### src/rtl/isu_pkg.sv
package isu_pkg;
  parameter int unsigned SRC_W_DEF = 8;
endpackage

### src/rtl/isu_mask_reg.sv
module isu_mask_reg #(
  parameter int unsigned N_SRC = 8
) (
  input  logic             clk_i,
  input  logic             rst_ni,
  input  logic             wr_i,
  input  logic [N_SRC-1:0] wdata_i,
  output logic [N_SRC-1:0] mask_o,
  output logic             blank_o
);
  logic [N_SRC-1:0] mask_q;
  logic             blank_q;

  always_ff @(posedge clk_i or negedge rst_ni) begin
    if (!rst_ni) begin
      mask_q  <= '0;
      blank_q <= 1'b0;
    end else begin
      blank_q <= wr_i;
      if (wr_i) mask_q <= wdata_i;
    end
  end

  assign mask_o  = mask_q;
  assign blank_o = blank_q;
endmodule

### src/rtl/isu_stat_reg.sv
module isu_stat_reg #(
  parameter int unsigned N_SRC = 8
) (
  input  logic             clk_i,
  input  logic             rst_ni,
  input  logic [N_SRC-1:0] evt_i,
  input  logic             rd_i,
  input  logic             wr_i,
  input  logic [N_SRC-1:0] wdata_i,
  input  logic [N_SRC-1:0] mask_i,
  output logic [N_SRC-1:0] stat_o
);
  for (genvar k = 0; k < N_SRC; k++) begin : g_bit
    logic bit_q, bit_d, hit;

    // event is judged against the mask in force during this cycle
    assign hit = evt_i[k] & ~mask_i[k];

    always_comb begin
      bit_d = (bit_q & ~rd_i) | hit;
      if (wr_i && wdata_i[k]) bit_d = 1'b0;
    end

    always_ff @(posedge clk_i or negedge rst_ni) begin
      if (!rst_ni) bit_q <= 1'b0;
      else         bit_q <= bit_d;
    end

    assign stat_o[k] = bit_q;
  end
endmodule

### src/rtl/isu_irq_drive.sv
module isu_irq_drive #(
  parameter int unsigned N_SRC = 8
) (
  input  logic [N_SRC-1:0] stat_i,
  input  logic             blank_i,
  output logic             irq_o
);
  assign irq_o = (|stat_i) & ~blank_i;
endmodule

### src/rtl/isu_top.sv
module isu_top #(
  parameter int unsigned N_SRC = isu_pkg::SRC_W_DEF
) (
  input  logic             clk_i,
  input  logic             rst_ni,
  input  logic [N_SRC-1:0] evt_i,
  input  logic             rd_stat_i,
  input  logic             wr_mask_i,
  input  logic [N_SRC-1:0] mask_wdata_i,
  output logic [N_SRC-1:0] stat_o,
  output logic [N_SRC-1:0] mask_o,
  output logic             irq_o
);
  logic blank;

  isu_mask_reg #(.N_SRC(N_SRC)) i_mask (
    .clk_i   (clk_i),
    .rst_ni  (rst_ni),
    .wr_i    (wr_mask_i),
    .wdata_i (mask_wdata_i),
    .mask_o  (mask_o),
    .blank_o (blank)
  );

  isu_stat_reg #(.N_SRC(N_SRC)) i_stat (
    .clk_i   (clk_i),
    .rst_ni  (rst_ni),
    .evt_i   (evt_i),
    .rd_i    (rd_stat_i),
    .wr_i    (wr_mask_i),
    .wdata_i (mask_wdata_i),
    .mask_i  (mask_o),
    .stat_o  (stat_o)
  );

  isu_irq_drive #(.N_SRC(N_SRC)) i_irq (
    .stat_i  (stat_o),
    .blank_i (blank),
    .irq_o   (irq_o)
  );
endmodule

### config.mk
export PLATFORM = sky130hd
export DESIGN_NAME = isu_top
export DESIGN_NICKNAME = d
export VERILOG_FILES = /design/src/rtl/isu_pkg.sv /design/src/rtl/isu_mask_reg.sv /design/src/rtl/isu_stat_reg.sv /design/src/rtl/isu_irq_drive.sv /design/src/rtl/isu_top.sv
export SDC_FILE = /design/constraint.sdc
export NUM_CORES = 1
export LEC_CHECK = 0
export ABC_AREA = 0
export CAP_MARGIN = 20
export CORE_MARGIN = 1.5
export CORE_UTILIZATION = 55
export DETAILED_ROUTE_END_ITERATION = 8
export DONT_BUFFER_PORTS = 1
export GPL_TIMING_DRIVEN = 0
export HOLD_SLACK_MARGIN = 0.02
export PLACE_DENSITY = 0.7
export SETUP_SLACK_MARGIN = 0.2
export SLEW_MARGIN = 40
export SYNTH_ARGS = -nofsm -noshare
export SYNTH_HDL_FRONTEND = slang
export SYNTH_SLANG_ARGS = --single-unit
### constraint.sdc
create_clock -name clk_i -period 2.3 [get_ports clk_i]
set_input_delay 0.23 -clock clk_i [delete_from_list [all_inputs] [get_ports clk_i]]
set_output_delay 0.23 -clock clk_i [all_outputs]
set_load 0.05 [all_outputs]
Word-level counts from Yosys, hierarchy flattened
Cells that the tools add are included.
{"block": "op_classes", "add_sub_neg": 0, "n_mul": 0, "div_mod_pow": 0, "n_lt_le_gt_ge": 0, "n_eq_ne": 0, "shift": 0, "muxes": 8, "n_bitwise": 35, "reduce_logical": 9}
{"op": "1-bit bitwise AND", "count": 17}
{"op": "1-bit inverter", "count": 10}
{"op": "1-bit logical AND", "count": 8}
{"op": "1-bit two-way mux", "count": 8}
{"op": "1-bit bitwise OR", "count": 8}
{"op": "8-bit OR reduction", "count": 1}
{"block": "word_totals", "ff_bits": 17, "latchBits": 0, "mem_bits_rw": 0, "rom_bits": 0, "input_bits": 20, "wordCells": 62, "memories": 0}

Longest topological paths before layout
Gate-level depths: netlist of the first run.
{"block": "depth", "word_depth": 4, "mapped_depth": 3, "mapped_depth_nobuf": 2}

Cells and area by module
Synthesis of the first run repeated with hierarchy kept, for this count alone.
{"block": "unflattened", "cells_unflattened": 62, "hier_area_um2": 842.1}
{"module": "isu_stat_reg", "n_inst": 1, "cells_per_inst": 41, "area_each_um2": 467.9, "seq_area_each_um2": 200.2}
{"module": "isu_mask_reg", "n_inst": 1, "cells_per_inst": 18, "area_each_um2": 356.6, "seq_area_each_um2": 225.2}
{"module": "isu_irq_drive", "n_inst": 1, "cells_per_inst": 3, "area_each_um2": 17.5, "seq_area_each_um2": 0.0}

Worst setup path before layout of the first run
OpenSTA, ideal clock, no wires.
{"block": "synth_path", "path_kind": "register to output", "from": "register i_stat.g_bit[0].bit_q", "to": "output port irq_o", "arrival_ns": 1.183, "path_slack_ns": 0.887, "path_stages_with_launch": 3, "cell_sequence": "dfrtp_1 nor4_1 a21oi_1"}
{"block": "synth_via", "elab_chain_cells": 2}
{"item": "start, declared", "line_no": "isu_stat_reg.sv:14", "text": "logic bit_q, bit_d, hit;"}
{"item": "start signal, assigned", "line_no": "isu_stat_reg.sv:26", "text": "else bit_q <= bit_d;"}
{"item": "8-bit OR reduction", "line_no": "isu_irq_drive.sv:8", "text": "assign irq_o = (|stat_i) & ~blank_i;"}
{"item": "1-bit bitwise AND", "line_no": "isu_irq_drive.sv:8"}
{"item": "end, declared", "line_no": "isu_top.sv:12", "text": "output logic irq_o"}
No other way between the ends.

Worst setup path in the final report of the first run
Same ends and word-level chain as after synthesis.

==> flow_summary.json, run 1 <==
{
  "criticalPathCategory": "reg2out",
  "place.gp.congestion": 0.707,
  "min_path_type": "in2reg",
  "cts_buffer_depth": 2,
  "htreeDepth": 1,
  "drive_gt1_frac": 0.333,
  "netlist_area_sq_um": 787,
  "top_layer": "met4",
  "io_pins": 37,
  "die_x_um": 40.8,
  "viasPerCell": 5.73,
  "path_max_fanout": 3,
  "cp.arrival_ns": 1.36,
  "synthDistinctLibCells": 10,
  "outcome": "completed",
  "cts.sink_count": 17,
  "area_growth_pct": 9.38,
  "drc": 0,
  "tns_ns": 0,
  "skew_ns": 0.00331,
  "route.met3.wl_um": 87,
  "insertion_delay_ns": 0.28,
  "cts_buffers": 3,
  "drt_iter0_markers": 11,
  "tightest_slew_ns": 0.615,
  "grt_max_degree": 18,
  "ir_drop_v": 0.000602,
  "postLayoutCoreUtil": 0.653,
  "grt_pass1_wl_mm": 1.78,
  "cts_setup_buffers": 0,
  "root_buffer": "clkbuf_4",
  "syn_inst": 62,
  "synth.avg_cell_area_sq_um": 12.7,
  "clock.fmax_mhz": 630,
  "start_kind": "flip-flop",
  "initial_core_util": 0.597,
  "grt_usage": 0.174,
  "cts_resized": 0,
  "grt_overflow": 0,
  "leakage_nw": 0.399,
  "cts_tree": "yes",
  "cp.required_ns": 2.07,
  "row_count": 13,
  "crit_path_end_kind": "output pin",
  "min_path_cells": 1,
  "dp_cells": 77,
  "antenna_found_initial": 0,
  "final_cell_mix": "dfrtp_1 (17), nand2b_1 (16), a22oi_1 (8), buf_4 (8), mux2_2 (6)",
  "syn-num-nets": 82,
  "dieArea_sq_um": 1670,
  "fin_nets": 90,
  "ys_seq_elements": 17,
  "wl_mm": 1.26,
  "r2r_slack_ns": 1.25,
  "design.core.area_sq_um": 1320,
  "grt_pass1_vias": 410,
  "wl_per_cell_um": 15.0,
  "hold_buffers": 2,
  "met1Wirelength_um": 562,
  "fin_crit_ns": 1.59,
  "cts.reportedPaths.clkPinSlew_ns": 0.09,
  "cap_violations": 0,
  "slew_headroom": 0.590,
  "r2r_cells": 2,
  "firstDrtPassIters": 3,
  "power_density_nw_per_um2": 816,
  "antenna_cells": 0,
  "setup_viol": 0,
  "port_buffers": 0,
  "period_share": 0.690,
  "stdcell_count": 84,
  "seq_area_frac_synth": 0.541,
  "hold_violations": 0,
  "die_h_um": 40.8,
  "slew_violations": 0,
  "vias": 481,
  "final_common_cell": "dfrtp_1",
  "rsz0062_at_grt": "false",
  "met2_length_um": 599,
  "final_antenna_net_count": 0,
  "ys_warn_count": 0
}
==> registers in the layout (all words and copies together), names as in the netlist <==
signal              cells
i_stat.g_bit.bit_q      8
i_mask.mask_o           8
i_mask.blank_o          1
==> synthesized netlist by cell type, drive strengths merged <==
library cell | n | area share
a21oi | 1 | 0.0064
nor4 | 2 | 0.016
buf | 10 | 0.11
dfrtp | 17 | 0.54
nand2b | 16 | 0.13
a22oi | 8 | 0.076
mux2 | 8 | 0.12
==> path summary, 6_finish.rpt <==
kind,startpoint,to
worst max-delay path,i_stat.g_bit[0].bit_q$_DFF_PN0_,irq_o
worst min-delay path,mask_wdata_i[7],i_stat.g_bit[7].bit_q$_DFF_PN0_
worst max register to register,i_mask.mask_o[4]$_DFFE_PN0P_,i_stat.g_bit[4].bit_q$_DFF_PN0_
worst min register to register,i_stat.g_bit[6].bit_q$_DFF_PN0_,i_stat.g_bit[6].bit_q$_DFF_PN0_
max in group asynchronous,rst_ni,i_stat.g_bit[2].bit_q$_DFF_PN0_
min in group asynchronous,rst_ni,i_mask.mask_o[6]$_DFFE_PN0P_
==> report_power, final <==
group          leakage (nW)  switching [mW]  internal [mW]
combinational         0.177          0.0914         0.0595
sequential            0.207          0.0742          0.327
clock                0.0150          0.0826         0.0672
==> worst max-delay path, cell delays in order (launching register included) <==
cell and delay (ns):
dfrtp_1 0.41, nor4_1 0.41, a21oi_2 0.27
==> cell families after synthesis <==
kind of cell / count (synthesis) / synth area share
buffers and inverters: 10 / 0.110
AOI/OAI and AO/OA: 9 / 0.0827
and+or+nand+nor: 18 / 0.143
DFF: 17 / 0.541
muxes: 8 / 0.124
==> final cells by class <==
class | instances | area [sq um]
repair buffers | 3 | 25.0
multi-input cells | 35 | 279
plain buffers | 10 | 86.3
clock buffers | 4 | 26.3
fillers | 95 | 457
well taps | 15 | 18.8
flip-flops and latches | 17 | 425
==> metal layers <==
layer / track usage / up-vias
met2: 0.262 / 20
met1: 0.203 / 237
li1: - / 222
met5: 0 / -
met3: 0.0598 / 2
met4: 0.125 / 0
==> stage by stage <==
step / hold WS [ns] / area, sq um / power [mW] / setup WS, ns
6_report: 0.0458 / 861 / 0.702 / 0.713
3_3_place_gp: -0.0652 / 806 / 0.547 / 0.803
2_1_floorplan: -0.0656 / 787 / 0.535 / 0.887
4_1_cts: 0.0346 / 856 / 0.712 / 0.677
3_5_place_dp: -0.0653 / 810 / 0.552 / 1.00
5_1_grt: 0.0212 / 861 / 0.741 / 0.566
Note: power is estimated with default switching activity, not from simulation.
==> inputs of run 2 (changes only) <==
CORE_UTILIZATION = 53   (was 55)
PLACE_DENSITY = 0.71   (was 0.7)
clock period = 1.3 ns   (was 2.3 ns; I/O delays follow)
==> flow_summary.json, run 2 (synthesized netlist as in run 1, its figures left out) <==
{
  "cts_tree": "yes",
  "criticalPathCategory": "reg2out",
  "grt_pass1_wl_mm": 2.59,
  "skew_ns": 0.00567,
  "place.gp.congestion": 0.707,
  "cp.arrival_ns": 1.25,
  "wl_per_cell_um": 17.4,
  "outcome": "complete, but fails checks",
  "failed_checks": "setup timing",
  "vias": 551,
  "tightest_slew_ns": 0.488,
  "setup_ws_ns": -0.0834,
  "leakage_nw": 0.474,
  "p_comb_frac": 0.254,
  "row_count": 13,
  "antenna_cells": 0,
  "cap_violations": 0,
  "cts_buffers": 3,
  "hold_violations": 0,
  "tns_ns": -0.0834,
  "cp.required_ns": 1.17,
  "port_buffers": 0,
  "root_buffer": "clkbuf_4",
  "min_path_type": "in2reg",
  "die_x_um": 41.5,
  "cts.reportedPaths.clkPinSlew_ns": 0.10,
  "postLayoutCoreUtil": 0.802,
  "power.switching_mw": 0.491,
  "final_antenna_net_count": 0,
  "firstDrtPassIters": 4,
  "swShare": 0.363,
  "viasPerCell": 5.51,
  "grt_pass1_vias": 553,
  "drc": 0,
  "period_share": 1.06,
  "power_density_nw_per_um2": 1250,
  "cts.sink_count": 17,
  "antenna_found_initial": 0,
  "drt_iter0_markers": 6,
  "path_max_fanout": 3,
  "dieArea_sq_um": 1730,
  "crit_path_end_kind": "output pin",
  "htreeDepth": 1,
  "rsz0062_at_grt": "true",
  "drive_gt1_frac": 0.341,
  "grt_usage": 0.198,
  "ir_drop_v": 0.000729,
  "insertion_delay_ns": 0.28,
  "start_kind": "flip-flop",
  "p_clk_frac": 0.204,
  "die_h_um": 41.5,
  "grt_overflow": 0,
  "slew_headroom": 0.674,
  "cts_buffer_depth": 2,
  "area_growth_pct": 37.5,
  "design.core.area_sq_um": 1350,
  "final_common_cell": "dlygate4sd3_1",
  "setup_viol": 1,
  "finalInstanceArea_sq_um": 1080,
  "fin_crit_ns": 1.38,
  "wl_mm": 1.74,
  "p_seq_frac": 0.543,
  "slew_violations": 0,
  "final_cell_mix": "dlygate4sd3_1 (18), nand2b_1 (16), dfrtp_1 (13)",
  "grt_max_degree": 18,
  "power.internal_mw": 0.861,
  "initial_core_util": 0.583,
  "io_pins": 37,
  "clock.fmax_mhz": 723,
  "fin_nets": 106,
  "placed_area_sq_um": 810
}
## run 2: cell types whose count changed in the layout (fill, tap and decap cells not counted)
cell,delta
dfrtp_1,-4
a21oi_2,-1
buf_4,-5
dfrtp_2,+4
nor4_4,+2
nor4_1,-2
dlygate4sd3_1,+16
buf_6,+5
a21oi_4,+1
## run 2: worst paths after layout
kind | startpoint | endpoint | slack (ns) | depth (start not counted)
min reg2reg | i_stat.g_bit[1].bit_q$_DFF_PN0_ | i_stat.g_bit[1].bit_q$_DFF_PN0_ | 0.63 | 2
max | i_stat.g_bit[5].bit_q$_DFF_PN0_ | irq_o | -0.08 | 2
min in group asynchronous | rst_ni | i_mask.mask_o[6]$_DFFE_PN0P_ | 0.30 | 2
max in group asynchronous | rst_ni | i_mask.mask_o[0]$_DFFE_PN0P_ | 0.69 | 2
min | rd_stat_i | i_stat.g_bit[4].bit_q$_DFF_PN0_ | 0.02 | 2
max reg2reg | i_mask.mask_o[6]$_DFFE_PN0P_ | i_stat.g_bit[6].bit_q$_DFF_PN0_ | 0.24 | 2
## run 2: layout make-up
| cell class | count | area (sq um) |
|---|---|---|
| multi-input combinational | 35 | 317 |
| fill | 85 | 268 |
| buffer | 10 | 105 |
| timing repair buffer | 19 | 185 |
| sequential | 17 | 430 |
| clock buffer | 4 | 26.3 |
| tap | 15 | 18.8 |
## run 2: stage by stage
| step | setup WS [ns] | instances | hold slack, ns | power, mW |
|---|---|---|---|---|
| after global placement | 0.143 | 77 | -0.165 | 0.972 |
| final | -0.0834 | 100 | 0.0247 | 1.35 |
| after global routing | -0.129 | 100 | 0.0217 | 1.41 |
| after floorplan | 0.239 | 62 | -0.166 | 0.950 |
| after CTS | -0.0608 | 98 | 0.0234 | 1.33 |
| after detailed placement | 0.136 | 77 | -0.165 | 0.978 |
## run 2: repair_timing
item,in CTS,in global routing
endpoints found under the hold margin,34,19
cloned,0,0
gates resized for setup,5,9
setup buffers,0,0
hold buffers,17,2
pin swaps,1,1
endpoints found under the setup margin,1,13
## run 2: layer usage
layer	share of wire	track usage	vias to the layer above	wire length [um]
met1	0.41	0.251	268	711
met3	0.053	0.0478	4	92
met2	0.52	0.325	26	903
met4	0.017	0.0774	0	30
met5	0	0	-	0
li1	-	-	253	-
## run 2: worst max-delay path, stage by stage (launching register included)
cell and delay (ns):
dfrtp_1 0.44, nor4_4 0.35, a21oi_4 0.18
## run 2: power groups by stage
stage,sequential (mW),clock [mW],combinational [mW]
floorplan,0.712,0,0.239
CTS,0.726,0.281,0.326
global route,0.741,0.309,0.360
finish,0.733,0.276,0.343
detailed placement,0.723,0,0.255
global placement,0.721,0,0.251
